$ cat src/rtl/ucore_pkg.sv
package ucore_pkg;

    localparam int UPC_W  = 6;
    localparam int FLAG_W = 5;

    // flag register bit positions
    localparam int FB_N = 4;
    localparam int FB_C = 3;
    localparam int FB_G = 2;
    localparam int FB_E = 1;
    localparam int FB_L = 0;

    // opcodes
    localparam logic [3:0] OP_NOP = 4'h0;
    localparam logic [3:0] OP_LDA = 4'h1;
    localparam logic [3:0] OP_STA = 4'h2;
    localparam logic [3:0] OP_ADD = 4'h3;
    localparam logic [3:0] OP_SUB = 4'h4;
    localparam logic [3:0] OP_IN  = 4'h5;
    localparam logic [3:0] OP_OUT = 4'h6;
    localparam logic [3:0] OP_JMP = 4'h7;
    localparam logic [3:0] OP_JN  = 4'h8;
    localparam logic [3:0] OP_HLT = 4'h9;
    localparam logic [3:0] OP_CMP = 4'hA;
    localparam logic [3:0] OP_JG  = 4'hB;
    localparam logic [3:0] OP_JE  = 4'hC;
    localparam logic [3:0] OP_JL  = 4'hD;

    // microcode start addresses
    localparam logic [UPC_W-1:0] US_FETCH = 6'h00;
    localparam logic [UPC_W-1:0] US_LDA   = 6'h06;
    localparam logic [UPC_W-1:0] US_STA   = 6'h09;
    localparam logic [UPC_W-1:0] US_ADD   = 6'h0B;
    localparam logic [UPC_W-1:0] US_JMP   = 6'h0F;
    localparam logic [UPC_W-1:0] US_SUB   = 6'h11;
    localparam logic [UPC_W-1:0] US_CMP   = 6'h15;
    localparam logic [UPC_W-1:0] US_IN    = 6'h19;
    localparam logic [UPC_W-1:0] US_OUT   = 6'h1A;
    localparam logic [UPC_W-1:0] US_HLT   = 6'h1B;
    localparam logic [UPC_W-1:0] US_JN    = 6'h1C;
    localparam logic [UPC_W-1:0] US_JG    = 6'h1E;
    localparam logic [UPC_W-1:0] US_JE    = 6'h20;
    localparam logic [UPC_W-1:0] US_JL    = 6'h22;

    typedef enum logic [1:0] {
        ALU_NONE = 2'd0,
        ALU_CMP  = 2'd1,
        ALU_ADD  = 2'd2,
        ALU_SUB  = 2'd3
    } alu_op_e;

    // flag-select code for the branch mux
    typedef enum logic [1:0] {
        FSEL_N = 2'd0,
        FSEL_G = 2'd1,
        FSEL_E = 2'd2,
        FSEL_L = 2'd3
    } fsel_e;

    // one control-store word
    typedef struct packed {
        logic    pc_rd;    // PC drives address bus
        logic    pc_wr;    // PC loads from data bus
        logic    pc_inc;   // PC increments
        logic    ir_rd;    // IR operand drives address bus
        logic    opr_rd;   // IR operand drives data bus
        logic    ir_wr;    // IR loads from data bus
        logic    acc_rd;   // accumulator drives data bus
        logic    acc_wr;   // accumulator loads from data bus
        logic    b_wr;     // B loads from data bus
        logic    mem_rd;   // memory read request
        logic    mem_wr;   // memory write
        logic    mdr_rd;   // returned memory data drives data bus
        logic    alu_rd;   // ALU result drives data bus
        logic    flag_wr;  // flag register captures ALU flags
        logic    flag_rd;  // selected flag gates the PC write
        logic    port_rd;  // port byte drives data bus
        logic    port_wr;  // port write
        logic    dec_rd;   // decoder start address drives data bus
        logic    upc_wr;   // micro-PC loads from data bus
        logic    halt;     // micro-PC holds
        logic    done;     // last step: return to fetch
        alu_op_e alu_op;
        fsel_e   fsel;
    } uword_t;

endpackage

$ cat src/rtl/ucore_decoder.sv
module ucore_decoder
    import ucore_pkg::*;
(
    input  logic [3:0]       opcode,
    output logic [UPC_W-1:0] start
);
    always_comb begin
        unique case (opcode)
            OP_LDA:  start = US_LDA;
            OP_STA:  start = US_STA;
            OP_ADD:  start = US_ADD;
            OP_SUB:  start = US_SUB;
            OP_IN:   start = US_IN;
            OP_OUT:  start = US_OUT;
            OP_JMP:  start = US_JMP;
            OP_JN:   start = US_JN;
            OP_HLT:  start = US_HLT;
            OP_CMP:  start = US_CMP;
            OP_JG:   start = US_JG;
            OP_JE:   start = US_JE;
            OP_JL:   start = US_JL;
            default: start = US_FETCH;   // NOP and unused codes R2
        endcase
    end
endmodule

$ cat src/rtl/ucore_ctrl_store.sv
module ucore_ctrl_store
    import ucore_pkg::*;
(
    input  logic [UPC_W-1:0] upc,
    output uword_t           uw
);
    always_comb begin
        uw = '0;
        unique case (upc)
            // fetch / decode
            6'h00: begin uw.pc_rd = 1'b1; uw.mem_rd = 1'b1; end
            6'h01: begin uw.mdr_rd = 1'b1; uw.ir_wr = 1'b1; uw.pc_inc = 1'b1; end
            6'h02: begin uw.ir_rd = 1'b1; uw.dec_rd = 1'b1; uw.upc_wr = 1'b1; end
            // load accumulator
            6'h06: begin uw.ir_rd = 1'b1; end
            6'h07: begin uw.ir_rd = 1'b1; uw.mem_rd = 1'b1; end
            6'h08: begin uw.mdr_rd = 1'b1; uw.acc_wr = 1'b1; uw.done = 1'b1; end
            // store accumulator
            6'h09: begin uw.ir_rd = 1'b1; end
            6'h0A: begin uw.ir_rd = 1'b1; uw.acc_rd = 1'b1; uw.mem_wr = 1'b1;
                         uw.done = 1'b1; end
            // add
            6'h0B: begin uw.ir_rd = 1'b1; end
            6'h0C: begin uw.ir_rd = 1'b1; uw.mem_rd = 1'b1; end
            6'h0D: begin uw.mdr_rd = 1'b1; uw.b_wr = 1'b1; end
            6'h0E: begin uw.alu_op = ALU_ADD; uw.alu_rd = 1'b1; uw.acc_wr = 1'b1;
                         uw.flag_wr = 1'b1; uw.done = 1'b1; end
            // jump
            6'h0F: begin uw.ir_rd = 1'b1; end
            6'h10: begin uw.opr_rd = 1'b1; uw.pc_wr = 1'b1; uw.done = 1'b1; end
            // subtract
            6'h11: begin uw.ir_rd = 1'b1; end
            6'h12: begin uw.ir_rd = 1'b1; uw.mem_rd = 1'b1; end
            6'h13: begin uw.mdr_rd = 1'b1; uw.b_wr = 1'b1; end
            6'h14: begin uw.alu_op = ALU_SUB; uw.alu_rd = 1'b1; uw.acc_wr = 1'b1;
                         uw.flag_wr = 1'b1; uw.done = 1'b1; end
            // compare
            6'h15: begin uw.ir_rd = 1'b1; end
            6'h16: begin uw.ir_rd = 1'b1; uw.mem_rd = 1'b1; end
            6'h17: begin uw.mdr_rd = 1'b1; uw.b_wr = 1'b1; end
            6'h18: begin uw.alu_op = ALU_CMP; uw.flag_wr = 1'b1; uw.done = 1'b1; end
            // port input / output
            6'h19: begin uw.ir_rd = 1'b1; uw.port_rd = 1'b1; uw.acc_wr = 1'b1;
                         uw.done = 1'b1; end
            6'h1A: begin uw.ir_rd = 1'b1; uw.acc_rd = 1'b1; uw.port_wr = 1'b1;
                         uw.done = 1'b1; end
            // halt
            6'h1B: begin uw.halt = 1'b1; end
            // conditional jumps
            6'h1C: begin uw.ir_rd = 1'b1; uw.flag_rd = 1'b1; end
            6'h1D: begin uw.opr_rd = 1'b1; uw.flag_rd = 1'b1; uw.fsel = FSEL_N;
                         uw.pc_wr = 1'b1; uw.done = 1'b1; end
            6'h1E: begin uw.ir_rd = 1'b1; uw.flag_rd = 1'b1; end
            6'h1F: begin uw.opr_rd = 1'b1; uw.flag_rd = 1'b1; uw.fsel = FSEL_G;
                         uw.pc_wr = 1'b1; uw.done = 1'b1; end
            6'h20: begin uw.ir_rd = 1'b1; uw.flag_rd = 1'b1; end
            6'h21: begin uw.opr_rd = 1'b1; uw.flag_rd = 1'b1; uw.fsel = FSEL_E;
                         uw.pc_wr = 1'b1; uw.done = 1'b1; end
            6'h22: begin uw.ir_rd = 1'b1; uw.flag_rd = 1'b1; end
            6'h23: begin uw.opr_rd = 1'b1; uw.flag_rd = 1'b1; uw.fsel = FSEL_L;
                         uw.pc_wr = 1'b1; uw.done = 1'b1; end
            default: begin uw.done = 1'b1; end
        endcase
    end
endmodule

$ cat src/rtl/ucore_flags.sv
module ucore_flags
    import ucore_pkg::*;
(
    input  logic              clk,
    input  logic              rst_n,
    input  logic              flag_wr,
    input  logic [FLAG_W-1:0] flags_in,
    input  fsel_e             fsel,
    output logic [FLAG_W-1:0] flags,
    output logic              cond
);
    logic [FLAG_W-1:0] flags_d, flags_q;

    always_comb begin
        flags_d = flags_q;
        if (flag_wr) flags_d = flags_in;
    end

    always_ff @(posedge clk) begin
        if (!rst_n) flags_q <= '0;
        else        flags_q <= flags_d;
    end

    // 4-to-1 branch flag mux
    always_comb begin
        unique case (fsel)
            FSEL_N:  cond = flags_q[FB_N];
            FSEL_G:  cond = flags_q[FB_G];
            FSEL_E:  cond = flags_q[FB_E];
            default: cond = flags_q[FB_L];
        endcase
    end

    assign flags = flags_q;

    AST_FLAGS_HOLD: assert property (@(posedge clk) disable iff (!rst_n)
        !flag_wr |=> $stable(flags_q));
endmodule

$ cat src/rtl/ucore_top.sv
module ucore_top
    import ucore_pkg::*;
#(
    parameter int DATA_W = 16,
    parameter int OPC_W  = 4,
    parameter int PORT_W = 8
) (
    input  logic                    clk,
    input  logic                    rst_n,
    output logic [DATA_W-OPC_W-1:0] mem_addr,
    output logic                    mem_rd,
    output logic                    mem_wr,
    output logic [DATA_W-1:0]       mem_wdata,
    input  logic [DATA_W-1:0]       mem_rdata,
    output logic [PORT_W-1:0]       port_addr,
    output logic                    port_rd,
    output logic                    port_wr,
    output logic [PORT_W-1:0]       port_wdata,
    input  logic [PORT_W-1:0]       port_rdata,
    output logic [1:0]              alu_op,
    output logic [DATA_W-1:0]       alu_x,
    output logic [DATA_W-1:0]       alu_y,
    input  logic [DATA_W-1:0]       alu_res,
    input  logic [FLAG_W-1:0]       alu_flags,
    output logic                    halted
);
    localparam int ADDR_W = DATA_W - OPC_W;

    typedef struct packed {
        logic [ADDR_W-1:0] pc;
        logic [DATA_W-1:0] ir;
        logic [DATA_W-1:0] acc;
        logic [DATA_W-1:0] b;
        logic [UPC_W-1:0]  upc;
    } core_regs_t;

    core_regs_t r_d, r_q;

    uword_t             uw;
    logic [UPC_W-1:0]   dec_start;
    logic [FLAG_W-1:0]  flags;
    logic               cond;
    logic [DATA_W-1:0]  dbus;
    logic [ADDR_W-1:0]  abus;
    logic               pc_load;

    ucore_ctrl_store u_store (
        .upc (r_q.upc),
        .uw  (uw)
    );

    ucore_decoder u_dec (
        .opcode (r_q.ir[DATA_W-1 -: OPC_W]),
        .start  (dec_start)
    );

    ucore_flags u_flags (
        .clk      (clk),
        .rst_n    (rst_n),
        .flag_wr  (uw.flag_wr),
        .flags_in (alu_flags),
        .fsel     (uw.fsel),
        .flags    (flags),
        .cond     (cond)
    );

    // address bus
    always_comb begin
        if (uw.pc_rd)      abus = r_q.pc;
        else if (uw.ir_rd) abus = r_q.ir[ADDR_W-1:0];
        else               abus = '0;
    end

    // data bus: one driver per step
    always_comb begin
        if (uw.mdr_rd)       dbus = mem_rdata;
        else if (uw.opr_rd)  dbus = DATA_W'(r_q.ir[ADDR_W-1:0]);
        else if (uw.acc_rd)  dbus = r_q.acc;
        else if (uw.alu_rd)  dbus = alu_res;
        else if (uw.port_rd) dbus = DATA_W'(port_rdata);
        else if (uw.dec_rd)  dbus = DATA_W'(dec_start);
        else                 dbus = '0;
    end

    assign pc_load = uw.pc_wr && (!uw.flag_rd || cond);

    always_comb begin
        r_d = r_q;
        if (pc_load)         r_d.pc = dbus[ADDR_W-1:0];
        else if (uw.pc_inc)  r_d.pc = r_q.pc + ADDR_W'(1);
        if (uw.ir_wr)        r_d.ir = dbus;
        if (uw.acc_wr)       r_d.acc = dbus;
        if (uw.b_wr)         r_d.b = dbus;
        if (uw.halt)         r_d.upc = r_q.upc;
        else if (uw.upc_wr)  r_d.upc = dbus[UPC_W-1:0];
        else if (uw.done)    r_d.upc = US_FETCH;
        else                 r_d.upc = r_q.upc + UPC_W'(1);
    end

    always_ff @(posedge clk) begin
        if (!rst_n) r_q <= '0;
        else        r_q <= r_d;
    end

    assign mem_addr   = abus;
    assign mem_rd     = uw.mem_rd;
    assign mem_wr     = uw.mem_wr;
    assign mem_wdata  = dbus;
    assign port_addr  = abus[PORT_W-1:0];
    assign port_rd    = uw.port_rd;
    assign port_wr    = uw.port_wr;
    assign port_wdata = dbus[PORT_W-1:0];
    assign alu_op     = uw.alu_op;
    assign alu_x      = r_q.acc;
    assign alu_y      = r_q.b;
    assign halted     = uw.halt;

    AST_FETCH_AT_PC: assert property (@(posedge clk) disable iff (!rst_n)
        (r_q.upc == US_FETCH) |-> (mem_rd && mem_addr == r_q.pc));
    AST_HALT_STICKY: assert property (@(posedge clk) disable iff (!rst_n)
        halted |=> (halted && $stable(r_q.pc) && !mem_rd && !mem_wr));
    AST_MEM_EXCL: assert property (@(posedge clk) disable iff (!rst_n)
        !(mem_rd && mem_wr));
    AST_STORE_LAST: assert property (@(posedge clk) disable iff (!rst_n)
        mem_wr |=> (r_q.upc == US_FETCH));
    AST_PORT_EXCL: assert property (@(posedge clk) disable iff (!rst_n)
        !(port_rd && port_wr));
    AST_CMP_KEEPS_ACC: assert property (@(posedge clk) disable iff (!rst_n)
        (alu_op == 2'd1) |=> $stable(r_q.acc));
endmodule

$ cat config.mk
export PLATFORM = sky130hd
export DESIGN_NAME = ucore_top
export DESIGN_NICKNAME = d
export VERILOG_FILES = /design/src/rtl/ucore_pkg.sv /design/src/rtl/ucore_decoder.sv /design/src/rtl/ucore_ctrl_store.sv /design/src/rtl/ucore_flags.sv /design/src/rtl/ucore_top.sv
export SDC_FILE = /design/constraint.sdc
export NUM_CORES = 1
export LEC_CHECK = 0
export BUFFER_PORTS_ARGS = -buffer_cell sky130_fd_sc_hd__buf_2
export CAP_MARGIN = 20
export CORE_UTILIZATION = 50
export CTS_BUF_LIST = sky130_fd_sc_hd__clkbuf_4 sky130_fd_sc_hd__clkbuf_8 sky130_fd_sc_hd__clkbuf_16
export DETAILED_ROUTE_END_ITERATION = 10
export GPL_TIMING_DRIVEN = 0
export PLACE_DENSITY_LB_ADDON = 0.05
export SYNTH_ARGS = -nofsm -noshare
export SYNTH_HDL_FRONTEND = slang
export SYNTH_SLANG_ARGS = --single-unit
$ cat constraint.sdc
create_clock -name clk -period 4 [get_ports clk]
set_input_delay 0.8 -clock clk [delete_from_list [all_inputs] [get_ports clk]]
set_output_delay 0.8 -clock clk [all_outputs]
set_load 0.03 [all_outputs]
# Word level (Yosys, flattened, before mapping)
# Memory sizes are Yosys's and may differ from the RTL's. A register that Yosys moved wholly into a read port is not among the register bits.
# Cells that the tools add are included.
# word_totals
latch_bits,0
word_cells,94
n_memories,1
in_bits,47
mem_bits_ro,96
ram_bits,0
output_inout_bits,83
register_bits,71
# memory_table
name,depth,word_bits,rd,rd_clocked_by_memory_dff,wr,line_no,text
(name not given),16,6,1,1,0,ucore_decoder.sv:8,unique case (opcode)
# classes
bitwise,0
muxes,34
order_cmp,0
n_reduce_logical,17
addsub,2
shift,0
n_mul,0
eq_ne,34
div_mod_pow,0
# ops
operator,n
$eq A6 B5 Y1 const B,16
$mux W16,4
$eq A6 B4 Y1 const B,8
$mux W12,4
$eq A6 B6 Y1 const B,4
$reduce_or A21 Y1,1
$mux W6,3
$reduce_or A18 Y1,1
$mux W1,16
$reduce_or A5 Y1,3
$add A12 B1 Y12 const B,1
$eq A6 B3 Y1 const B,2
$pmux W2 S3,2
$mux W4,2
$mux W8,1
$reduce_or A8 Y1,1
$add A6 B1 Y6 const B,1
$eq A6 B1 Y1 const B,1
$eq A6 B2 Y1 const B,1
$logic_not A6 Y1,1
$reduce_or A3 Y1,2
$reduce_or A2 Y1,2
$reduce_or A4 Y1,1
$pmux W1 S3,1
other kinds (8),8

# Longest topological paths before layout
# Gate-level depths: netlist (run 1).
# logic_depth
word_depth,10
mapped_depth,12
mapped_depth_nobuf,9

# Cells and area by module
# From an unflattened synthesis (run 1), not the netlist that was laid out.
# hier_totals
cells_unflattened,633
area_unflattened_um2,4865.9
# modules_own_cells
module,seq_area_each_um2,n_inst,cells_each,area_per_inst_um2
ucore_top,1321.3,1,499,3930.0
ucore_ctrl_store,0.0,1,92,530.5
ucore_flags,100.1,1,17,209.0
ucore_decoder,0.0,1,25,196.4

# Worst setup path after synthesis (run 1)
# OpenSTA, ideal clock, no wires.
# synth_timing
path_kind,reg-to-output
startpoint,register r_q[0] (netlist name)
endpoint,output port port_wdata[5]
t_arrival_ns,2.580
path_stages_with_launch,12
slack_ns,0.620
required_time_ns,3.200
path_buffers,4
cell_sequence,dfxtp_1 > inv_1 > ha_1 > buf_2 > nand3b_1 > nor3_1 > or2_1 > buf_6 > buf_12 > a221oi_1 > nor2_1 > buf_4
# synth_between
elab_chain_len,8
word_cells_on_any_way,32
cone_classes,eq/ne: 16; mux: 12; reduce/logical: 4
# synth_rtl
item,line_no,text
from (decl),ucore_top.sv:37,"core_regs_t r_d, r_q;"
from (signal assigned),ucore_top.sv:102,else r_q <= r_d;
$eq A6 B2 Y1,ucore_ctrl_store.sv:9,unique case (upc)
$mux W2,ucore_ctrl_store.sv:9,
$mux W6,ucore_top.sv:81,else if (uw.dec_rd) dbus = DATA_W'(dec_start);
$mux W8,ucore_top.sv:80,else if (uw.port_rd) dbus = DATA_W'(port_rdata);
$mux W16,ucore_top.sv:79,else if (uw.alu_rd) dbus = alu_res;
$mux W16,ucore_top.sv:78,else if (uw.acc_rd) dbus = r_q.acc;
$mux W16,ucore_top.sv:77,else if (uw.opr_rd) dbus = DATA_W'(r_q.ir[ADDR_W-1:0]);
$mux W16 (*),ucore_top.sv:76,if (uw.mdr_rd) dbus = mem_rdata;
to (decl),ucore_top.sv:18,"output logic [PORT_W-1:0] port_wdata,"
# Every way passes the cells marked *; elsewhere a longest branch is shown, timed or not.

# Worst setup path in the final report (run 1)
# layout_timing
startpoint,register r_q[0] (netlist name)
endpoint,output port port_wdata[4]
# Same word-level chain as after synthesis.

==> results of run 1 <==
cells in the final DEF, fill, tap and decap left out, types with 5 or more instances in the layout:
cell type | netlist | layout
a211o_1 | 9 | 9
a21oi_1 | 33 | 33
a221oi_1 | 6 | 5
a22o_1 | 12 | 12
a22oi_1 | 6 | 6
a31oi_1 | 7 | 6
and2_1 | 6 | 6
buf_2 | 24 | 149
buf_4 | 50 | 53
clkbuf_1 | 21 | 16
clkbuf_8 | 0 | 9
dfxtp_1 | 76 | 76
ha_1 | 9 | 8
inv_1 | 29 | 29
mux2i_1 | 30 | 30
nand2_1 | 47 | 47
nand2b_1 | 5 | 5
nand3_1 | 38 | 38
nand4_1 | 8 | 8
nor2_1 | 62 | 59
nor2_2 | 2 | 5
o211a_1 | 5 | 5
o211ai_1 | 8 | 8
o21ai_0 | 16 | 16
o22ai_1 | 6 | 6
o32ai_1 | 5 | 5
xor2_1 | 8 | 8
sequential cells by signal, indices dropped and copies added, names as in the netlist:
| signal | cells |
|---|---|
| r_q | 34 |
| alu_x | 16 |
| alu_y | 16 |
| u_dec.start | 6 |
| u_flags.flags | 4 |
worst max-delay path, delay by kind of cell (launching register included):
family	cells	cell delay, ns
buffers and inverters	4	0.55
AND/OR/NAND/NOR	3	1.15
adder cells (fa/ha/maj)	1	0.34
flip-flops	1	0.36
AO/OA/AOI/OAI	2	0.31
through the flow:
step	hold WS (ns)	total power, µW	setup slack [ns]	utilization (%)	instance area (µm²)
floorplan	0.445	2210	0.620	-	4920
global placement	0.458	2690	0.232	61.0	5720
detailed placement	0.462	2720	0.200	61.0	5720
CTS	0.474	3310	0.00483	63.2	5920
global route	0.499	3550	-0.00153	64.0	6000
finish	0.471	3380	0.116	64.0	6000
worst max path at each step:
stage           start  depth (start not counted)            end  slack, ns
6_report       r_q[0]                         10  port_wdata[4]       0.12
5_1_grt        r_q[0]                         11  port_wdata[5]     -0.002
4_1_cts        r_q[0]                         11  port_wdata[5]      0.005
3_5_place_dp   r_q[0]                         11  port_wdata[5]       0.20
3_3_place_gp   r_q[0]                         11  port_wdata[5]       0.23
2_1_floorplan  r_q[0]                         11  port_wdata[5]       0.62
logic make-up (layout without fill, tap and decap cells):
logic type               after synthesis  in the layout
AND/OR/NAND/NOR                      207            207
adder cells (fa/ha/maj)                9              9
flip-flops                            76             76
AO/OA/AOI/OAI                        149            149
XOR/XNOR                              10             10
multiplexers                          33             33
buffers and inverters                131            273
power by group:
group          switching, µW  total [µW]  internal (µW)
sequential              79.6         931            852
combinational           1250        1850            603
clock                    304         598            294
layout make-up:
cell class,instances,area (µm²),share of cell area (%)
buffer,98,627,10.5
clock buffer,10,131,2.19
clock inverter,6,65.1,1.08
inverter,30,113,1.88
multi-input combinational,408,2730,45.5
sequential,76,1520,25.4
tap,129,161,2.69
timing repair buffer,129,648,10.8
what timing repair did:
item	in CTS	in global routing
setup buffers	0	1
pin swaps	0	2
setup endpoints to repair	9	12
resized for setup	4	22
layer usage:
layer  wire, µm  track usage, %  part of all wire, %
met5          0               0                    0
met4        531            14.7                  3.3
met3       1280            4.90                  8.0
met2       7080            50.2                   44
met1       7130            43.6                   45
==> results summary, run 1 <==
The worst setup path is captured at an output pin. The most common cell in the synthesized netlist is dfxtp_1. The maximum number of pins on one net before global-route repair is 14. The vertical die dimension came out at 101 µm.

The fraction of synthesized cell area in xor and xnor cells is 1.78%. The violation count after the first detailed-routing iteration came out at 391. By area the synthesized netlist is led by dfxtp_1, buf_4, mux2i_1, nor2_1, nand3_1. Summed over all layers, the routed wires come to around 16000 µm. The capture instance of the worst register-to-register path is r_q[0].

The total leakage power came out at between 0.002 and 0.003 µW. The instance count of the mapped netlist is 615. The share of the cycle needed by the critical path after routing came out at 97.1%. The minimum period implied by the final worst setup slack came out at ~3.9 ns.

The number of detailed-routing iterations run before antenna repair came out at 5. The cell accounting for the most synthesized area is dfxtp_1. The synthesized design contains 76 register bits.

The total clock buffers created by CTS came out at 9. From synthesis to final layout, the design area changed by 22.0%. The initial antenna violation count came out at 0. The number of nets with antenna violations after routing came out at 0. The number of distinct library cell variants in the gate-level netlist after synthesis came out at just over 70.

The worst register-to-register path begins at r_q[5]. In the synthesized netlist the async set-or-reset flop fraction comes to 0%. 130 I/O pins were placed. The flow ran to the end, and the final reports show no timing, DRC or antenna violations. Dividing total power by cell area gives a power density of roughly 560 nW/µm². The critical path start-end classification is flip-flop to output pin.

The detailed-route via count is ~5000. The via count of the first global-routing pass came out at 4724. STA classifies the critical path startpoint as a flip-flop.

In this run the deepest clock path goes through 2 buffers. After floorplanning, the core was divided into 35 placement rows. The sequential fraction of the synthesis area is between 30% and 40%. The final routed wire length divided by cell count came out at 18.1 µm. The arrival time reported for the critical path endpoint is 3.08 ns. The global-route wire length before repair is about 25000 µm. The data required time at the worst endpoint is 3.20 ns. The port buffer count came out at 128. The total global-route track usage came out at 32.1%. The number of placed instances with taps included is 872. The clock tree synthesis step divided the H-tree into 3 levels. The worst register-to-register path has a setup slack of 1.20 ns. The simple-gate portion of the synthesized area is 20.9%. The end point of the most critical hold path is alu_x[14]. The die is 101 µm wide. The die area came out at 10200 µm². Clock tree synthesis found a total of 76 sinks. Routability-driven placement finished with a final weighted congestion of 0.958. After global routing the overflow that remains totals 0. In the final layout, the share of cells above drive strength 1 is 33.0%. The number of antenna diodes in the final layout is 0. The number of endpoints with negative hold slack in the final report came out at 0. The starting utilization of the core area is 52.5%. The core footprint came out at 9370 µm². The clock network latency to the later pin of the worst-skew pair is 0.36 ns. For this run, design rule violations remaining after detail routing come to 0.

Of the post-synthesis cell area, the part taken by muxes is 6.80%. The min-delay analysis places its worst path in the category flip-flop to flip-flop. The area share of the largest cell type after synthesis came out at between 30% and 40%.

TritonCTS built the clock tree. The final cell count without fillers is 886. The number of hold buffers added after CTS was 0. The mean area per synthesized cell is about 8.0 µm². The final count of pins violating max slew came to 0. Sorting the synthesized cells by how often they occur yields dfxtp_1, nor2_1, buf_4.

The logic depth of the worst register-to-register path came out at 7. The setup TNS after final layout is 0 ns. At the pin with the least slew margin, the transition time is 0.803 ns.

After legalization and detailed placement, the total HPWL measured 12000 µm. The net count after synthesis is around 670. The number of filler instances in the final layout is 882. The number of cells traversed by the worst hold path came out at 2. The startpoint identified for the worst hold timing path is alu_x[14]. The mapped netlist covers 4920 µm². By area, the combinational part of the netlist is dominated by compound AO/OA/AOI/OAI gates. The detail-routed via count per cell is 5.74. The number of nets in the final layout is 808. The predominant post-synthesis flop cell is dfxtp_1. The maximum achievable frequency is roughly 260 MHz. The signal on the critical path passes through inv_1 > ha_2 > nand4bb_1 > nor2_1 > a2111oi_2 > a221oi_1 > or2_1 > inv_1 > buf_4 > buf_2. For the final database, setup skew stands at 0.0104 ns. For this run, the slowest stage of the critical path takes 0.52 ns. The area fraction in compound gates after synthesis is 22.2%. The most numerous cell type found on the critical path is inv_1. The total of warnings raised by yosys came out at 0. The maximum vdd ir drop is between 0.0003 and 0.0004 V. Yosys mapped a number of flops with a built-in enable equal to 0.

Of the total synthesized cell area, the portion taken by full adders, half adders and majority gates is 2.29%. Of all nets on the critical path, the largest fanout is 10. The final setup violation count came out at 0.

The slowest stage of the critical path belongs to the cell nand4bb_1. The tool flagged a number of max-cap violations equal to 0. After clock tree synthesis, the clock-pin slew on the worst setup and hold paths is 0.09 ns. The cell sitting at the root of the clock tree is a clkbuf_8. The worst max-slew margin expressed relative to the limit came out at 46.4%.
Power figures use the tool's default switching activity.
==> run 2, diff against run 1 <==
==> constraint.sdc (replaced) <==
create_clock -name clk -period 4 [get_ports clk]
set_input_delay 0.2 -clock clk [delete_from_list [all_inputs] [get_ports clk]]
set_output_delay 0.2 -clock clk [all_outputs]
set_load 0.03 [all_outputs]
==> run 2 against run 1 <==
  * Sequential power is essentially flat
  * Non-clock buffer count up 2
  * Final cell count grew 0.23%
  * Power shrank 1.7%
  * Combinational power decreased by 3%
  * Global-route usage barely moved
  * Register-to-register slack worse by 0.33 ns
  * First-iteration DRC count rose by 12%
  * Flip-flop and latch count unchanged
  * Setup slack improved by 0.22 ns
  * Maximum frequency is 5.9% higher
  * Largest cell class unchanged
  * Highest routed layer unchanged
==> results summary, run 2 (synthesis gave the netlist of run 1 again) <==
Run status: finished, final reports clean (unchanged). The number of flip-flops in the largest register came out at 34 (unchanged). The worst max-slew margin expressed relative to the limit is 44.4% (was 46.4%). The data required time at the worst endpoint came out at 3.80 ns (was 3.20 ns). The number of placement rows came out at 35 (unchanged). The capture instance of the worst register-to-register path is r_q[59] (was r_q[0]). The clock root buffer master was clkbuf_8 (unchanged). The H-tree depth is 3 (unchanged). The setup skew after layout is 0.00939 ns (was 0.0104 ns). The clock network latency to the later pin of the worst-skew pair is 0.36 ns (about the same). The via count of the first global-routing pass is 4742 (was 4724). Commonest cells after routing, fill and taps aside: buf_2, dfxtp_1, nor2_1, buf_4, nand2_1 (unchanged). The total global routing overflow is 0 (unchanged). The number of antenna repair diodes is 0 (unchanged). The port buffer count is 128 (unchanged). The number of top-level pins was 130 (unchanged). The final routed wire length divided by cell count is 17.9 µm (was 18.1 µm). The final count of pins violating max slew is 0 (unchanged). The vertical die dimension is 101 µm (unchanged). The share of the cycle needed by the critical path after routing was 91.7% (was 97.1%). The maximum buffer depth of the clock tree is 2 (unchanged). The critical path start-end classification is flip-flop to output pin (unchanged).

The source of the worst register-to-register timing path is r_q[0] (was r_q[5]). The CTS tree was yes (unchanged). The minimum period implied by the final worst setup slack is 3.67 ns (was 3.88 ns). The critical path launch point is r_q[0] (unchanged). The standard cell with the maximum stage delay on the critical path is a221oi_1 (was nand4bb_1). The ratio of total power to cell area is 563 nW/µm² (was 564 nW/µm²).

The number of placed instances with taps included is 872 (unchanged). The post-route cell area is 5910 µm² (was 6000 µm²). The critical path depth is 11 (was 10). The width of the die came to 101 µm (unchanged). The count of buffers added by post-CTS timing repair for setup came out at 0 (unchanged). The number of nets with antenna violations after routing is 0 (unchanged). The utilization after layout is 63.1% (was 64.0%). The maximum vdd ir drop came out at 0.000317 V (was 0.000320 V). The number of hold buffers added after CTS is 0 (unchanged).

The category of the worst setup path launch point was a flip-flop (unchanged). The number of resized instances in the post-cts repair step was 0 (was 4). The arrival time reported for the critical path endpoint came out at 3.47 ns (was 3.08 ns). The initial antenna violation count is 0 (unchanged). The clock-pin slew on the worst setup and hold paths was 0.09 ns (about the same). The core footprint came out at 9370 µm² (unchanged).

The violation count after the first detailed-routing iteration is 438 (was 391). The total clock buffers created by CTS is 9 (unchanged). The register with the most flip-flops is r_q (unchanged). The detail-routed via count per cell came to 5.76 (was 5.74).

The global-route wire length before repair came out at 24800 µm (was 24700 µm). The maximum achievable frequency is 273 MHz (was 257 MHz). CP cell instances: inv_1 > ha_1 > clkbuf_1 > nand3b_1 > a21oi_2 > buf_2 > a21oi_1 > a221oi_1 > nor2_1 > buf_4 > buf_2 (was inv_1 > ha_2 > nand4bb_1 > nor2_1 > a2111oi_2 > a221oi_1 > or2_1 > inv_1 > buf_4 > buf_2). The post-layout total power is 3330 µW (was 3380 µW). The placed wire-length estimate after detailed placement came out at 12000 µm (unchanged). The number of filler instances in the final layout is 893 (was 882). The total global-route track usage is 32.1% (about the same). The starting utilization of the core area is 52.5% (unchanged). The largest fanout of any net on the critical path came out at 10 (unchanged).

The setup TNS after final layout is 0 ns (unchanged). The maximum number of pins on one net before global-route repair is 14 (unchanged). Setup repair after global routing left no endpoint under its margin. The number of DRC violations after detailed routing was 0 (unchanged). The synthesis-to-layout area growth came out at 20.3% (was 22.0%). The most repeated library cell on the critical path was buf_2 (was inv_1).

The kind of capture point of the worst setup path is an output pin (unchanged). The number of buffers and inverters on the critical path came to 5 (was 4). The count of maximum capacitance violations is 0 (unchanged). The worst-margin pin slew came out at 0.834 ns (was 0.803 ns). The total leakage power came out at 0.00280 µW (was 0.00282 µW). The share of cells above drive strength 1 came out at 31.1% (was 33.0%).

The slack of the worst reg-to-reg path is 0.87 ns (was 1.20 ns). The post-placement cell area was 5720 µm² (unchanged). The detailed-route via count came out at 5118 (was 5086). The logic depth of the worst register-to-register path is 10 (was 7). The category of cells accounting for the largest share of critical-path delay is buffers and inverters (was simple AND/OR/NAND/NOR gates). The number of detailed-routing iterations run before antenna repair is 7 (was 5).

The final setup violation count is 0 (unchanged). The last weighted congestion value of the routability-driven placer came out at 0.958 (unchanged). The die area came out at 10200 µm² (unchanged). The final routed wirelength across all metal layers is 15900 µm (was 16000 µm). The number of nets in the final layout came out at 810 (was 808). The number of endpoints with negative hold slack in the final report is 0 (unchanged). The clock sink count came out at 76 (unchanged).

The most common library cell in the layout ignoring fill and taps is buf_2 (unchanged). The worst min-delay path category was primary input to flip-flop (was flip-flop to flip-flop). The final cell count without fillers came out at 888 (was 886). The peak per-stage delay on the critical path came out at 0.44 ns (was 0.52 ns).

The end point of the critical path was port_wdata[5] (was port_wdata[4]).
[run 2: cell types whose count changed in the layout (fill, tap and decap cells not counted), sizes merged]
| cell | change |
|---|---|
| clkbuf | +2 |
[run 2: per-stage QoR]
step,hold WS [ns],worst slack (ns)
CTS,0.0759,0.409
floorplan,0.336,1.22
global placement,0.432,0.832
global route,0.109,0.144
detailed placement,0.442,0.800
finish,0.0742,0.331
[run 2: layout make-up]
type | instances | area (µm²) | share of cell area, %
Buffer | 101 | 628 | 10.6
Clock buffer | 10 | 131 | 2.22
Clock inverter | 6 | 65.1 | 1.10
Inverter | 30 | 113 | 1.90
Multi-Input combinational cell | 408 | 2650 | 44.9
Sequential cell | 76 | 1520 | 25.7
Tap cell | 129 | 161 | 2.73
Timing Repair Buffer | 128 | 641 | 10.8
[run 2: routing by layer]
| metal | up-vias | share of wire (%) | global-route usage, % |
|---|---|---|---|
| li1 | 2419 | - | - |
| met1 | 2408 | 44 | 43.7 |
| met2 | 256 | 44 | 50.0 |
| met3 | 35 | 8.6 | 4.97 |
| met4 | 0 | 3.4 | 15.2 |
| met5 | - | 0 | 0 |
[run 2: how the worst min path moves through the flow]
| stage | startpoint | to | slack, ns | cells past startpoint |
|---|---|---|---|---|
| final | alu_flags[2] | u_flags.flags[2] | 0.07 | 3 |
| after global routing | alu_flags[1] | u_flags.flags[1] | 0.11 | 3 |
| after CTS | alu_flags[2] | u_flags.flags[2] | 0.08 | 3 |
| after detailed placement | alu_flags[2] | u_flags.flags[2] | 0.44 | 3 |
| after global placement | alu_flags[1] | u_flags.flags[1] | 0.43 | 3 |
| after floorplan | mem_rdata[7] | r_q[45] | 0.34 | 2 |
[run 2: power breakdown]
part           internal, µW  switching (µW)
registers               852            80.0
logic                   571            1230
clock network           294             303
[run 2: tightest hold or removal path, delay by kind of cell]
kind	cells	cell delay [ns]
AND/OR/NAND/NOR	1	0.07
buffers and inverters	1	0.07
multiplexers	1	0.05
